$ cat config.mk
export PLATFORM = sky130hd
export DESIGN_NAME = pm1_event_timer
export DESIGN_NICKNAME = d
export VERILOG_FILES = /design/src/rtl/pm1_pkg.sv /design/src/rtl/pm1_decode.sv /design/src/rtl/pm1_regs.sv /design/src/rtl/pm1_timer.sv /design/src/rtl/pm1_event_timer.sv
export SDC_FILE = /design/constraint.sdc
export NUM_CORES = 1
export LEC_CHECK = 0
export ABC_AREA = 1
export BUFFER_PORTS_ARGS = -buffer_cell sky130_fd_sc_hd__clkbuf_2
export CORE_UTILIZATION = 58
export CTS_CLUSTER_SIZE = 30
export DETAILED_ROUTE_END_ITERATION = 10
export PLACE_DENSITY_LB_ADDON = 0.08
export SYNTH_ARGS = -nofsm -noshare
export SYNTH_HDL_FRONTEND = slang
export SYNTH_SLANG_ARGS = --single-unit
$ cat constraint.sdc
create_clock -name clk -period 3.23 [get_ports clk]
set_input_delay 0.323 -clock clk [delete_from_list [all_inputs] [get_ports clk]]
set_output_delay 0.323 -clock clk [all_outputs]
set_load 0.02 [all_outputs]
$ cat src/rtl/pm1_pkg.sv
`timescale 1ns/1ps
package pm1_pkg;
    // Event bit positions, shared by the status and enable registers
    localparam int BIT_TMR = 0;
    localparam int BIT_GBL = 5;
    localparam int BIT_PWR = 8;
    localparam int BIT_RTC = 10;

    localparam logic [15:0] EVT_MASK = (16'h1 << BIT_TMR) | (16'h1 << BIT_GBL)
                                     | (16'h1 << BIT_PWR) | (16'h1 << BIT_RTC);

    // Register offsets inside the 16-byte repeat
    localparam logic [3:0] OFS_STS = 4'h0;
    localparam logic [3:0] OFS_EN  = 4'h2;
    localparam logic [3:0] OFS_CTL = 4'h4;
    localparam logic [3:0] OFS_TMR = 4'h8;

    typedef enum logic [0:0] {
        ARM_IDLE = 1'b0,
        ARM_LIVE = 1'b1
    } arm_state_e;
endpackage

$ cat src/rtl/pm1_decode.sv
`timescale 1ns/1ps
module pm1_decode #(
    parameter int ADDR_W    = 16,
    parameter int WIN_BYTES = 64
) (
    input  logic [31:0]       cfg_pm_base,
    input  logic              cfg_decode_on,
    input  logic [ADDR_W-1:0] io_addr,
    input  logic              io_wr,
    input  logic              io_dword,
    output logic              hit,
    output logic [3:0]        ofs,
    output logic              wr_sts,
    output logic              wr_en,
    output logic              wr_ctl
);
    import pm1_pkg::*;

    localparam logic [ADDR_W-1:0] WIN_MASK  = ~(ADDR_W'(WIN_BYTES - 1));
    localparam logic [31:0]       BASE_MASK = 32'(WIN_MASK);

    logic [31:0] base_m;
    logic [31:0] addr_m;
    logic        wr_word;

    always_comb begin
        base_m  = cfg_pm_base & BASE_MASK;
        addr_m  = 32'(io_addr) & BASE_MASK;
        hit     = cfg_decode_on && (addr_m == base_m);
        ofs     = io_addr[3:0];
        wr_word = hit && io_wr && !io_dword;
        wr_sts  = wr_word && (ofs == OFS_STS);
        wr_en   = wr_word && (ofs == OFS_EN);
        wr_ctl  = wr_word && (ofs == OFS_CTL);
    end
endmodule

$ cat src/rtl/pm1_regs.sv
`timescale 1ns/1ps
module pm1_regs (
    input  logic        clk,
    input  logic        rst_n,
    input  logic        wr_sts,
    input  logic        wr_en,
    input  logic        wr_ctl,
    input  logic [15:0] wdata,
    input  logic        ev_tmr,
    input  logic        ev_gbl,
    input  logic        ev_pwr,
    input  logic        ev_rtc,
    output logic [15:0] sts_q,
    output logic [15:0] en_q,
    output logic [15:0] ctl_q,
    output logic        sci
);
    import pm1_pkg::*;

    logic [15:0] ev_vec;
    logic [15:0] clr_vec;
    logic [15:0] sts_d;

    always_comb begin
        ev_vec          = '0;
        ev_vec[BIT_TMR] = ev_tmr;
        ev_vec[BIT_GBL] = ev_gbl;
        ev_vec[BIT_PWR] = ev_pwr;
        ev_vec[BIT_RTC] = ev_rtc;
        clr_vec         = wr_sts ? wdata : 16'h0;
        // an event in the same cycle as a clear keeps the bit set
        sts_d           = (ev_vec | (sts_q & ~clr_vec)) & EVT_MASK;
        sci             = |(sts_q & en_q & EVT_MASK);
    end

    always_ff @(posedge clk) begin
        if (!rst_n) begin
            sts_q <= '0;
            en_q  <= '0;
            ctl_q <= '0;
        end else begin
            sts_q <= sts_d;
            if (wr_en)  en_q  <= wdata;
            if (wr_ctl) ctl_q <= wdata;
        end
    end

    AST_EVENT_SETS: assert property (@(posedge clk) disable iff (!rst_n) ev_pwr |=> sts_q[BIT_PWR]);
    AST_W1C_CLEARS: assert property (@(posedge clk) disable iff (!rst_n) (wr_sts && wdata[BIT_GBL] && !ev_gbl) |=> !sts_q[BIT_GBL]);
    AST_W0_KEEPS: assert property (@(posedge clk) disable iff (!rst_n) (wr_sts && !wdata[BIT_RTC] && sts_q[BIT_RTC]) |=> sts_q[BIT_RTC]);
endmodule

$ cat src/rtl/pm1_timer.sv
`timescale 1ns/1ps
module pm1_timer #(
    parameter int TMR_W = 24
) (
    input  logic             clk,
    input  logic             rst_n,
    input  logic             tick,
    input  logic             tmr_en,
    input  logic             tmr_sts,
    output logic [TMR_W-1:0] cnt_q,
    output logic             ovf,
    output logic             armed
);
    import pm1_pkg::*;

    localparam int MSB = TMR_W - 1;

    logic [TMR_W-1:0] cnt_d;
    arm_state_e       state_q;
    arm_state_e       state_d;

    always_comb begin
        cnt_d = tick ? cnt_q + 1'b1 : cnt_q;
        ovf   = tick && (cnt_d[MSB] != cnt_q[MSB]);
    end

    always_ff @(posedge clk) begin
        if (!rst_n) cnt_q <= '0;
        else        cnt_q <= cnt_d;
    end

    // next-state logic
    always_comb begin
        state_d = state_q;
        unique case (state_q)
            ARM_IDLE: if (tmr_en && !tmr_sts) state_d = ARM_LIVE;
            ARM_LIVE: if (!tmr_en || tmr_sts) state_d = ARM_IDLE;
        endcase
    end

    // state register
    always_ff @(posedge clk) begin
        if (!rst_n) state_q <= ARM_IDLE;
        else        state_q <= state_d;
    end

    // outputs
    always_comb begin
        unique case (state_q)
            ARM_IDLE: armed = 1'b0;
            ARM_LIVE: armed = 1'b1;
        endcase
    end

    AST_TMR_STEP: assert property (@(posedge clk) disable iff (!rst_n) tick |=> (cnt_q == $past(cnt_q) + 1'b1));
    AST_TMR_HOLD: assert property (@(posedge clk) disable iff (!rst_n) !tick |=> $stable(cnt_q));
    AST_ARM_RULE: assert property (@(posedge clk) disable iff (!rst_n) (tmr_en && !tmr_sts) |=> armed);
    AST_DISARM_RULE: assert property (@(posedge clk) disable iff (!rst_n) (!tmr_en || tmr_sts) |=> !armed);
endmodule

$ cat src/rtl/pm1_event_timer.sv
`timescale 1ns/1ps
module pm1_event_timer #(
    parameter int ADDR_W    = 16,
    parameter int WIN_BYTES = 64,
    parameter int TMR_W     = 24
) (
    input  logic              clk,
    input  logic              rst_n,
    input  logic [31:0]       cfg_pm_base,
    input  logic              cfg_decode_on,
    input  logic [ADDR_W-1:0] io_addr,
    input  logic              io_wr,
    input  logic              io_rd,
    input  logic              io_dword,
    input  logic [15:0]       io_wdata,
    output logic [31:0]       io_rdata,
    input  logic              tick_en,
    input  logic              ev_pwrbtn,
    input  logic              ev_rtc,
    input  logic              ev_gbl,
    output logic              sci,
    output logic              tmr_armed
);
    import pm1_pkg::*;

    localparam int PAD_W = 32 - TMR_W;

    logic             hit;
    logic [3:0]       ofs;
    logic             wr_sts;
    logic             wr_en;
    logic             wr_ctl;
    logic [15:0]      sts_q;
    logic [15:0]      en_q;
    logic [15:0]      ctl_q;
    logic [TMR_W-1:0] cnt_q;
    logic             ovf;
    logic [31:0]      rd_val;

    pm1_decode #(.ADDR_W(ADDR_W), .WIN_BYTES(WIN_BYTES)) u_decode (
        .cfg_pm_base  (cfg_pm_base),
        .cfg_decode_on(cfg_decode_on),
        .io_addr      (io_addr),
        .io_wr        (io_wr),
        .io_dword     (io_dword),
        .hit          (hit),
        .ofs          (ofs),
        .wr_sts       (wr_sts),
        .wr_en        (wr_en),
        .wr_ctl       (wr_ctl)
    );

    pm1_regs u_regs (
        .clk   (clk),
        .rst_n (rst_n),
        .wr_sts(wr_sts),
        .wr_en (wr_en),
        .wr_ctl(wr_ctl),
        .wdata (io_wdata),
        .ev_tmr(ovf),
        .ev_gbl(ev_gbl),
        .ev_pwr(ev_pwrbtn),
        .ev_rtc(ev_rtc),
        .sts_q (sts_q),
        .en_q  (en_q),
        .ctl_q (ctl_q),
        .sci   (sci)
    );

    pm1_timer #(.TMR_W(TMR_W)) u_timer (
        .clk    (clk),
        .rst_n  (rst_n),
        .tick   (tick_en),
        .tmr_en (en_q[BIT_TMR]),
        .tmr_sts(sts_q[BIT_TMR]),
        .cnt_q  (cnt_q),
        .ovf    (ovf),
        .armed  (tmr_armed)
    );

    always_comb begin
        rd_val = '0;
        if (hit) begin
            if (!io_dword) begin
                unique case (ofs)
                    OFS_STS: rd_val = {16'h0, sts_q};
                    OFS_EN:  rd_val = {16'h0, en_q};
                    OFS_CTL: rd_val = {16'h0, ctl_q};
                    default: rd_val = '0;
                endcase
            end else if (ofs == OFS_TMR) begin
                rd_val = {{PAD_W{1'b0}}, cnt_q};
            end
        end
    end

    always_ff @(posedge clk) begin
        if (!rst_n)     io_rdata <= '0;
        else if (io_rd) io_rdata <= rd_val;
    end

    AST_DWORD_WR_IGNORED: assert property (@(posedge clk) disable iff (!rst_n) (io_wr && io_dword) |=> ($stable(en_q) && $stable(ctl_q)));
    AST_DECODE_OFF: assert property (@(posedge clk) disable iff (!rst_n) (io_wr && !cfg_decode_on) |=> ($stable(en_q) && $stable(ctl_q)));
    AST_SCI_NEEDS_EN: assert property (@(posedge clk) disable iff (!rst_n) sci |-> ((en_q & EVT_MASK) != 16'h0));
endmodule

* After elaboration in Yosys (flattened, before gate mapping)
Index checks and enable logic that the tools add are counted.
** Storage, ports and cells
- Output and inout bits :: 34
- Bits in registers :: 93
- Logic and storage cells :: 42
- Bits of input ports :: 74
** Operators by class
- Multiplexer cells :: 10
- Eq/ne operators :: 5
- Bitwise gates (word level) :: 5
- $add $sub $neg :: 1
- Reduce and logical (&&, ||, !) cells :: 14
** Operators with widths (number)
- $mux 32 :: 2
- $mux 24 :: 2
- $pmux 16 s3 :: 1
- $add 24x1->24 const B :: 1
- $and 11x11->11 :: 2
- $mux 11 :: 1
- $not 11->11 :: 1
- $or 11x11->11 :: 1
- $eq 10x10->1 :: 1
- $logic_and 1x1->1 :: 8
- $eq 4x2->1 const B :: 1
- $eq 4x3->1 const B :: 1
- $eq 4x4->1 const B :: 1
- $logic_not 4->1 :: 1
- $pmux 1 s2 :: 2
- $reduce_or 4->1 :: 1
- $logic_not 1->1 :: 3
- $mux 1 :: 2
- $logic_or 1x1->1 :: 1
- $ne 1x1->1 :: 1
- $not 1->1 :: 1

* Depth between registers and ports, before layout
Gate-level depths: netlist of the first run.
- Word-level depth :: 9
- Depth in mapped cells :: 13
- Depth with buffers taken out :: 12

* Hierarchy
Synthesis of the first run repeated with hierarchy kept, for this count alone.
** Unflattened totals
- Cell total of the unflattened synthesis :: 746
- Area total of the unflattened synthesis :: 4752.1 µm²
** Modules (own cells, without submodules)
- pm1_event_timer :: instances 1, seq. area each 480.5 µm², area each 1750.4 µm², cells each 299
- pm1_regs :: instances 1, seq. area each 720.7 µm², area each 1365.1 µm², cells each 176
- pm1_timer :: instances 1, seq. area each 500.5 µm², area each 1328.8 µm², cells each 201
- pm1_decode :: instances 1, seq. area each 0.0 µm², area each 307.8 µm², cells each 70

* Worst setup path before layout of the first run
OpenSTA, ideal clock, no wires.
- Path type :: reg2reg
- Start :: reg u_timer.cnt_q[0]
- End :: reg u_timer.cnt_q[18]
- Setup time :: 0.128 ns
- Path buffers :: 0
- Cell stages (with the launch flop) :: 11
- Period minus slack after synthesis :: 1.474 ns
- Data arrival time :: 1.346 ns
- Path slack :: 1.756 ns
- Data required time :: 3.102 ns
- Path through :: dfxtp_1 ha_1 nand3_1 nor2_2 inv_2 nor2_2 inv_2 nor2_1 nand2_1 xor2_1 nor2_1
** On the way
- Word-level cells in the longest chain between the ends :: 1
** RTL lines
- start, declared :: line pm1_timer.sv:10 : output logic [TMR_W-1:0] cnt_q,
- start signal, assigned :: line pm1_timer.sv:29 : else cnt_q <= cnt_d;
- $add 24x1->24 :: line pm1_timer.sv:23 : cnt_d = tick ? cnt_q + 1'b1 : cnt_q;
No other way between the ends.
A chain may end at the register's enable or synchronous reset.

* Worst setup path after layout of the first run
- Start :: in io_addr[1]
- End :: reg u_regs.ctl_q[11]
** On the way
- Word-level cells in the longest chain between the ends :: 2
** RTL lines
- start, declared :: line pm1_event_timer.sv:11 : input logic [ADDR_W-1:0] io_addr,
- $eq 4x3->1 :: line pm1_decode.sv:34 : wr_ctl = wr_word && (ofs == OFS_CTL);
- $logic_and 1x1->1 :: line pm1_decode.sv:34
- end signal, assigned :: line pm1_regs.sv:44 : if (wr_ctl) ctl_q <= wdata;
- end, declared :: line pm1_regs.sv:15 : output logic [15:0] ctl_q,
No other way between the ends.

==> run_results.csv, run 1 <==
group,metric,value,unit
cts,cts_tree,"yes",
logic_synthesis,synth_top_family_by_area,"simple AND/OR/NAND/NOR gates",
setup_path,worstSetupPathType,"input port to flop",
logic_synthesis,synth_area,4390,µm²
timing,fin_ws,1.45,ns
logic_synthesis,synthTopCellsByArea,"dfxtp_1 39%, nand2_1 15%, nor2_1 8.0%",
cts,cts_buffers,9,
route,drc,0,
finish,drive_gt1_share,20.0,%
floorplanning,fp.dieH,89.0,µm
finish,multiInputGateArea,2170,µm²
place,post-dp-hpwl,7.32,mm
logic_synthesis,synth_cell_types,45,
timing,max_slew.worst_pin.slew,0.808,ns
setup_path,crit_arrival,2.06,ns
cts,cts_hold_buffers,0,
logic_synthesis,synth_xor_xnor_area_share,1.20,%
route,viasPerCell,5.05,
route,wirelength,10.1,mm
finish,fin_util,67.8,%
global_route,antenna_found_initial,0,
global_route,grt_pass1_vias,3515,
finish,ff_latch_area,1700,µm²
place,gp_congestion,0.907,
timing,period_needed,1.78,ns
floorplanning,std_cell_rows,31,
logic_synthesis,ys_ff_latch,85,
logic_synthesis,synth_fa_ha_area_share,0.285,%
floorplanning,dieArea,7920,µm²
route,antenna_left,0,
cts,clk_pin_slew,0.08,ns
logic_synthesis,avgSynthCellArea,6.78,µm²
hold_path,hp-class,"input port to flop",
logic_synthesis,synth-compound-area-share,11.5,%
pwr,p_int,1.55,mW
cts,cts_resized,0,
setup_path,critPathCaptureType,"flop",
timing,timing.final.crit_share,55.0,%
global_route,grt_pass1_wl,16.2,mm
logic_synthesis,synth_simple_gate_area_share,35.9,%
route,drt_first_iter_violations,307,
floorplanning,die_w,89.0,µm
logic_synthesis,synth_top_cell_by_area,"dfxtp_1",
logic_synthesis,ys_seq_area_share,38.8,%
cts,htreeDepth,3,
finish,mostFrequentLayoutCells,"172 x nand2_1, 94 x nor2_1, 85 x dfxtp_1, 76 x inv_1, 75 x clkbuf_2",
pwr,finalPower,2.01,mW
place,io_buffers,75,
pwr,p_seq_share,52.4,%
timing,fmaxAchievable,563,MHz
pwr,p_per_area,407,nW/µm²
logic_synthesis,ys_warn_count,0,
logic_synthesis,synthMuxAreaShare,0,%
pwr,peakVddDrop,0.273,mV
cts,post_cts_buffers,0,
cts,clock_latency,0.35,ns
place,pre_cts_slack,1.11,ns
floorplanning,pin_count,108,
setup_path,cp_data_required_time,3.52,ns
cts,root_buffer,"clkbuf_8",
finish,diodes,0,
pwr,comb_power_share,7.0,%
place,placed_cell_area,4730,µm²
pwr,power.switching,0.465,mW
floorplanning,initial_core_util,60.2,%
timing,setup_viol,0,
pwr,switching_share,23.1,%
floorplanning,core_area,7290,µm²
timing,setup_tns,0,ns
finish,fill_cells,674,
logic_synthesis,synth_top_area_share,38.8,%
cts,numClockSinks,85,
global_route,gr-total-overflow,0,
route,vias,4109,
logic_synthesis,netlist_instances,647,
finish,fin_area,4950,µm²
setup_path,crit_path_start_kind,"input port",
finish,finalNetCount,785,
global_route,grt_usage,26.8,%
cts,clockBufferDepth,2,
place,dp_cells,798,
pwr,clkPwrFrac,40.5,%
finish,finalNonFillerCells,813,
finish,synthToLayoutAreaGrowth,12.7,%
setup_path,cp_max_fo,32,
timing,drv_slew,0,
timing,finalHoldViolCount,0,
pwr,p_leak,2.29,nW
timing,slew_headroom,46.0,%
timing,rsz0062_at_grt,"no",
finish,layout_commonest_cell,"nand2_1",
timing,timing.hold.ws,0.185,ns
timing,skew,0.00726,ns
flow_run,maxCapViolations,0,
route,wire_per_inst,12.5,µm
global_route,grt_max_degree,43,
run_status,status,"finished clean",
route,dr.pass1.iters,5,
## worst max-delay path, cell delays in order
cell	delay (ns)
clkbuf_2	0.10
nor2_1	0.16
nand3_1	0.49
inv_1	0.32
nand3_4	0.33
nand2_1	0.15
nand2_1	0.06
nor2_1	0.11
## flip-flops by register name, summed over array words and instances (netlist names)
signal and count:
u_regs.ctl_q 16, u_regs.en_q 16, io_rdata 24, u_regs.sts_q 4, u_timer.cnt_q 24, u_timer.state_q 1
## synth_stat cells, drive strengths merged
| cell type | n |
|---|---|
| nor3 | 18 |
| o211ai | 2 |
| clkbuf | 16 |
| nor2 | 103 |
| nor4 | 1 |
| ha | 1 |
| o21ai | 21 |
| inv | 86 |
| clkinv | 2 |
| nor3b | 1 |
| o221ai | 6 |
| o22ai | 6 |
| o21a | 2 |
| dfxtp | 85 |
| nand4 | 8 |
| clkinvlp | 1 |
| o21bai | 1 |
| a21oi | 41 |
| xnor2 | 2 |
| a21boi | 1 |
| nand3b | 2 |
| conb | 1 |
| nand2 | 181 |
| or2 | 4 |
| nand3 | 32 |
| buf | 17 |
| o2111ai | 2 |
| xor2 | 4 |
## cells by family after synthesis
logic type	after synthesis
AO/OA/AOI/OAI	82
XOR/XNOR	6
adder cells (fa/ha/maj)	1
buffers and inverters	122
flip-flops	85
other	1
AND/OR/NAND/NOR	350
## path summary, 6_finish.rpt
| kind | cells past startpoint | to | slack (ns) | startpoint |
|---|---|---|---|---|
| worst max-delay path | 8 | u_regs.ctl_q[11]$_SDFFE_PN0P_ | 1.45 | io_addr[1] |
| worst max register to register | 10 | u_timer.cnt_q[18]$_SDFFE_PN0P_ | 1.49 | u_timer.cnt_q[0]$_SDFFE_PN0P_ |
| worst min-delay path | 3 | u_regs.sts_q[8]$_SDFF_PN0_ | 0.18 | ev_pwrbtn |
| worst min register to register | 2 | io_rdata[18]$_SDFFE_PN0P_ | 0.47 | io_rdata[18]$_SDFFE_PN0P_ |
## per-layer routing
layer  wire (µm)  vias to the layer above  global-route usage, %
met5           0                        -                      0
met4         134                        0                   6.78
met3         641                       14                   5.63
met2        4700                      142                   45.0
met1        4660                     1818                   35.4
li1            -                     2135                      -
## power groups by stage
stage                     combinational [mW]  sequential [mW]  clock (mW)
after CTS                              0.142             1.06       0.835
after global placement                 0.139             1.08           0
final                                  0.142             1.06       0.817
after floorplan                       0.0939             1.08           0
after detailed placement               0.141             1.08           0
after global routing                   0.159             1.06       0.880
## cell type report
class | instances | area share (%)
sequential | 85 | 34.4
clock buffer | 11 | 2.86
inverter | 89 | 6.78
timing repair buffer | 78 | 8.04
multi-input combinational | 447 | 44.0
clock inverter | 4 | 1.47
tap | 99 | 2.50
Note: power is estimated with default switching activity, not from simulation.
==> run 2: changes to the inputs <==
Settings changed: ABC_AREA 1 to 0, CORE_UTILIZATION 58 to 47.
Clock period 3.23 ns to 1.61 ns, I/O delays scaled along.
==> run 2 against run 1 <==
  * The run now ends with setup timing left
  * Highest routed layer unchanged
  * Sequential power rose by 100%
  * Global-route usage fell by 2.5 points
  * Final cell count fell by 19%
  * Via count fell by 13%
==> run_results.csv, run 2 <==
group,metric,value,unit
cts,cts_tree,"yes",
setup_path,reg2regPathDepth,5,
cts,post_cts_buffers,0,
setup_path,crit_path_start_kind,"flop",
logic_synthesis,synth-compound-area-share,12.8,%
hold_path,holdPathStages,3,
place,gp_congestion,0.772,
floorplanning,std_cell_rows,32,
route,drc,0,
run_status,failed_checks,"setup timing",
cts,clock_latency,0.36,ns
setup_path,cp_max_fo,10,
finish,mostFrequentLayoutCells,"86 x nand2_1, 77 x dfxtp_1, 75 x clkbuf_2, 41 x buf_4, 37 x mux2i_1",
floorplanning,initial_core_util,49.5,%
floorplanning,pin_count,108,
timing,fin_ws,-0.0982,ns
cts,clockBufferDepth,2,
logic_synthesis,synthMuxAreaShare,9.54,%
place,pre_cts_slack,-0.189,ns
route,vias,3555,
logic_synthesis,synth_top_family_by_area,"simple AND/OR/NAND/NOR gates",
logic_synthesis,synth_top_area_share,43.8,%
logic_synthesis,synth_top_cell_by_area,"dfxtp_1",
floorplanning,dieArea,8630,µm²
logic_synthesis,ys_ff_latch,85,
logic_synthesis,ys_seq_area_share,43.8,%
route,wirelength,9.85,mm
cts,clk_pin_slew,0.08,ns
timing,timing.hold.ws,0.0342,ns
pwr,p_per_area,863,nW/µm²
timing,skew,0.0112,ns
global_route,grt_pass1_wl,16.3,mm
logic_synthesis,synth_fa_ha_area_share,0.322,%
finish,drive_gt1_share,28.2,%
pwr,peakVddDrop,0.545,mV
logic_synthesis,synth_xor_xnor_area_share,4.96,%
timing,drv_slew,0,
logic_synthesis,async_reset_ff_share,0,%
timing,setup_viol,9,
finish,finalNetCount,623,
global_route,antenna_found_initial,0,
logic_synthesis,synth_cell_types,40,
setup_path,worstSetupPathType,"flop to flop",
cts,root_buffer,"clkbuf_8",
finish,diodes,0,
flow_run,maxCapViolations,0,
logic_synthesis,synth_simple_gate_area_share,22.7,%
cts,htreeDepth,3,
route,viasPerCell,5.43,
finish,layout_commonest_cell,"nand2_1",
logic_synthesis,synth_flop_cell,"dfxtp_1",
route,drt_first_iter_violations,146,
floorplanning,core_area,7850,µm²
logic_synthesis,yosysMostFrequentCell,"nand2_1",
timing,timing.final.crit_share,106,%
place,placed_cell_area,4620,µm²
place,post-dp-hpwl,7.05,mm
global_route,gr-total-overflow,0,
floorplanning,fp.dieH,92.9,µm
logic_synthesis,synth_area,3880,µm²
finish,fin_area,4920,µm²
global_route,grt_max_degree,40,
timing,rsz0062_at_grt,"yes",
timing,fmaxAchievable,585,MHz
route,dr.pass1.iters,4,
logic_synthesis,ys_warn_count,0,
floorplanning,die_w,92.9,µm
run_status,status,"finished with violations",
setup_path,cp_data_required_time,1.91,ns
setup_path,crit_arrival,2.00,ns
finish,top_regs,"io_rdata: 24 flops, u_timer.cnt_q: 24 flops",
finish,synthToLayoutAreaGrowth,26.8,%
logic_synthesis,netlist_top_cells_count,"86 x nand2_1, 85 x dfxtp_1, 37 x mux2i_1",
route,antenna_left,0,
logic_synthesis,synth_edf_count,0,
cts,cts_buffers,9,
cts,numClockSinks,85,
route,wire_per_inst,15.0,µm
place,io_buffers,75,
timing,period_needed,1.71,ns
hold_path,hp-class,"input port to flop",
logic_synthesis,avgSynthCellArea,8.80,µm²
timing,finalHoldViolCount,0,
logic_synthesis,synthTopCellsByArea,"dfxtp_1 44%, mux2i_1 9.5%, nand2_1 8.3%",
global_route,grt_pass1_vias,3417,
setup_path,critPathCaptureType,"flop",
global_route,grt_usage,24.3,%
logic_synthesis,netlist_instances,441,
pwr,p_leak,2.03,nW
==> run 2: cell count changes after synthesis, sizes merged, moves of 14 or more <==
| cell | change |
|---|---|
| a221oi | +16 |
| nand3 | -22 |
| nand2 | -95 |
| mux2i | +37 |
| nor3 | -14 |
| a21oi | -30 |
| nor2 | -85 |
| inv | -81 |
==> run 2: report_power, final <==
group          internal [mW]  total (mW)  switching, mW
clock network           1.07        1.84          0.763
logic                  0.124       0.292          0.168
registers               2.11        2.12         0.0104
total                   3.31        4.25          0.941
==> run 2: metal layers <==
layer	wire (µm)	up-vias	part of all wire, %	GRT usage, %
li1	-	1769	-	-
met1	4680	1670	48	33.1
met2	4530	105	46	38.0
met3	527	11	5.4	4.93
met4	111	0	1.1	8.85
met5	0	-	0	0
==> run 2: per-stage QoR <==
stage / std cells / total power, mW / setup TNS [ns] / utilization, %
after floorplan: 448 / 2.33 / -0.764 / -
after global placement: 636 / 2.45 / -3.39 / 58.9
after detailed placement: 636 / 2.45 / -4.90 / 58.9
after CTS: 655 / 4.25 / -0.393 / 62.5
after global routing: 655 / 4.39 / -1.07 / 62.7
final: 655 / 4.25 / -0.532 / 62.7
==> run 2: repair_timing <==
| item | 4_1_cts | 5_1_grt |
|---|---|---|
| endpoints found under the hold margin | 3 | 0 |
| hold buffers | 3 | 0 |
| resized for setup | 3 | 5 |
| endpoints found under the setup margin | 10 | 11 |
==> run 2: cells by family (layout without fill, tap and decap cells) <==
kind of cell / after synthesis / in the layout
other cells: 1 / 8
simple gates: 179 / 179
flops: 85 / 85
mux: 37 / 37
xor+xnor: 22 / 22
fa+ha+maj: 1 / 1
compound gates: 78 / 78
buf+inv: 38 / 143
==> run 2: worst paths after layout <==
path                                      start                              to  slack, ns
setup / recovery  u_timer.cnt_q[1]$_SDFFE_PN0P_  u_timer.cnt_q[14]$_SDFFE_PN0P_       -0.1
hold / removal                        ev_pwrbtn      u_regs.sts_q[8]$_SDFF_PN0_       0.03
setup reg to reg  u_timer.cnt_q[1]$_SDFFE_PN0P_  u_timer.cnt_q[14]$_SDFFE_PN0P_       -0.1
hold reg to reg        io_rdata[8]$_SDFFE_PN0P_        io_rdata[8]$_SDFFE_PN0P_       0.46
==> run 2: critical path: stages (launching register included) <==
cell and delay (ns):
dfxtp_4 0.37, ha_4 0.13, nand4_1 0.11, or4_4 0.56, or3_1 0.35, a21oi_2 0.13
==> run 2: layout make-up <==
cell class,instances,area (µm²)
multi-input combinational,325,2050
sequential,85,1720
clock inverter,4,95.1
inverter,5,18.8
timing repair buffer,122,773
fill,715,2930
tap,102,128
clock buffer,12,145
==> run 3: changes to the inputs <==
Settings changed: PLACE_DENSITY set to 0.85, PLACE_DENSITY_LB_ADDON 0.08 to not set.
==> run 3 against run 2 <==
  * The flow still finishes with violations (setup timing)
  * Utilization increased by 1.2 points
  * Sequential cell count unchanged
  * Total power down 7.1%
  * Critical path depth grew 1
  * Non-clock buffer count grew 5
  * Register-to-register slack lost 0.07 ns
  * Via count increased by 7.0%
  * Global-route usage up 1.2 points
  * Critical path type unchanged
==> run_results.csv, run 3 (same netlist as run 2, synthesis figures left out) <==
group,metric,value,unit
run_status,failed_checks,"setup timing",
pwr,finalPower,3.95,mW
finish,multiInputGateArea,2120,µm²
hold_path,hp-class,"input port to flop",
setup_path,crit_arrival,2.04,ns
setup_path,slowest_delay,0.47,ns
floorplanning,std_cell_rows,32,
route,antenna_left,0,
cts,cts_buffers,9,
setup_path,crit_family,"simple AND/OR/NAND/NOR gates",
route,wire_per_inst,16.2,µm
setup_path,cp_max_fo,5,
place,dp_cells,637,
route,dr.pass1.iters,4,
timing,finalHoldViolCount,0,
pwr,peakVddDrop,0.326,mV
cts,clockBufferDepth,2,
timing,drv_slew,0,
floorplanning,fp.dieH,92.9,µm
setup_path,critPathCaptureType,"flop",
route,viasPerCell,5.75,
setup_path,worstSetupPathType,"flop to flop",
timing,fmaxAchievable,563,MHz
finish,fill_cells,647,
route,wirelength,10.7,mm
setup_path,critPathSlowestCell,"or4_4",
timing,rsz0062_at_grt,"yes",
global_route,grt_max_degree,32,
floorplanning,initial_core_util,49.5,%
pwr,p_per_area,787,nW/µm²
timing,skew,0.0101,ns
finish,fin_area,5020,µm²
timing,period_needed,1.78,ns
pwr,p_leak,2.07,nW
global_route,gr-total-overflow,0,
finish,layout_commonest_cell,"nand2_1",
place,post-dp-hpwl,7.32,mm
finish,top_regs,"io_rdata: 24 flops, u_timer.cnt_q: 24 flops",
setup_path,crit_path_start_kind,"flop",
run_status,status,"finished with violations",
finish,mostFrequentLayoutCells,"85 x nand2_1, 75 x clkbuf_2, 74 x dfxtp_1, 43 x buf_4, 37 x mux2i_1",
global_route,grt_pass1_vias,3823,
place,io_buffers,75,
finish,drive_gt1_share,31.6,%
place,placed_cell_area,4640,µm²
cts,root_buffer,"clkbuf_8",
cts,htreeDepth,3,
place,gp_congestion,0.851,
floorplanning,dieArea,8630,µm²
floorplanning,pin_count,108,
finish,ff_latch_area,1720,µm²
cts,clk_pin_slew,0.09,ns
global_route,antenna_found_initial,0,
cts,numClockSinks,85,
floorplanning,die_w,92.9,µm
route,drt_first_iter_violations,219,
route,vias,3804,
setup_path,cp_data_required_time,1.88,ns
timing,setup_viol,11,
setup_path,cp_common_cell,"buf_4",
setup_path,path_buf_inv,2,
cts,cts_tree,"yes",
finish,synthToLayoutAreaGrowth,29.3,%
flow_run,maxCapViolations,0,
timing,timing.final.crit_share,110,%
floorplanning,core_area,7850,µm²
setup_path,crit_chain,"buf_4 -> nand4_1 -> buf_4 -> or4_4 -> o21ai_0 -> a21oi_1",
route,drc,0,
finish,finalNetCount,630,
finish,diodes,0,
timing,fin_ws,-0.165,ns
finish,finalNonFillerCells,662,
cts,clock_latency,0.37,ns
global_route,grt_usage,25.6,%
global_route,grt_pass1_wl,17.1,mm
==> run 3: final timing paths <==
path / from / slack, ns / endpoint / depth (start not counted)
worst max-delay path: u_timer.cnt_q[1]$_SDFFE_PN0P_ / -0.17 / u_timer.cnt_q[15]$_SDFFE_PN0P_ / 6
worst max register to register: u_timer.cnt_q[1]$_SDFFE_PN0P_ / -0.17 / u_timer.cnt_q[15]$_SDFFE_PN0P_ / 6
worst min register to register: io_rdata[16]$_SDFFE_PN0P_ / 0.46 / io_rdata[16]$_SDFFE_PN0P_ / 2
worst min-delay path: ev_pwrbtn / 0.02 / u_regs.sts_q[8]$_SDFF_PN0_ / 3
==> run 3: final cells by class <==
type | instances | area share, %
multi-input combinational | 327 | 42.3
sequential | 85 | 34.3
timing repair buffer | 127 | 16.5
clock buffer | 10 | 2.97
tap | 102 | 2.54
clock inverter | 6 | 1.02
inverter | 5 | 0.374
==> run 3: metal layers <==
metal	routed length, µm	share of wire [%]	track usage, %
met1	4170	39	29.3
met2	5410	50	44.1
met3	715	6.7	5.34
met4	414	3.9	14.1
met5	0	0	0
==> run 3: worst min-delay path, delay by kind of cell <==
| family | cells | cell delay (ns) |
|---|---|---|
| buf+inv | 2 | 0.12 |
| compound gates | 1 | 0.07 |
==> run 3: repair_timing <==
action                                  in CTS  in global routing
hold buffers                                 4                  0
cloned                                       0                  2
endpoints found under the hold margin        4                  0
endpoints found under the setup margin      11                 12
gates resized for setup                      4                 26
setup buffers                                0                  3
pin swaps                                    0                  4
==> run 3: stage by stage <==
stage	hold slack (ns)	util, %	setup slack [ns]	setup TNS [ns]
after global placement	0.366	59.1	-0.102	-2.52
after floorplan	0.262	-	-0.0556	-0.764
after CTS	0.0187	62.4	-0.0886	-0.634
after global routing	0.0381	63.9	-0.252	-1.93
after detailed placement	0.375	59.1	-0.212	-5.77
final	0.0220	63.9	-0.165	-1.21
==> run 3: where the power goes <==
group / switching [mW] / leakage [nW] / internal [mW]
registers: 0.0106 / 0.692 / 2.11
clock network: 0.843 / 0.104 / 0.679
logic: 0.174 / 1.28 / 0.129
total: 1.03 / 2.07 / 2.92
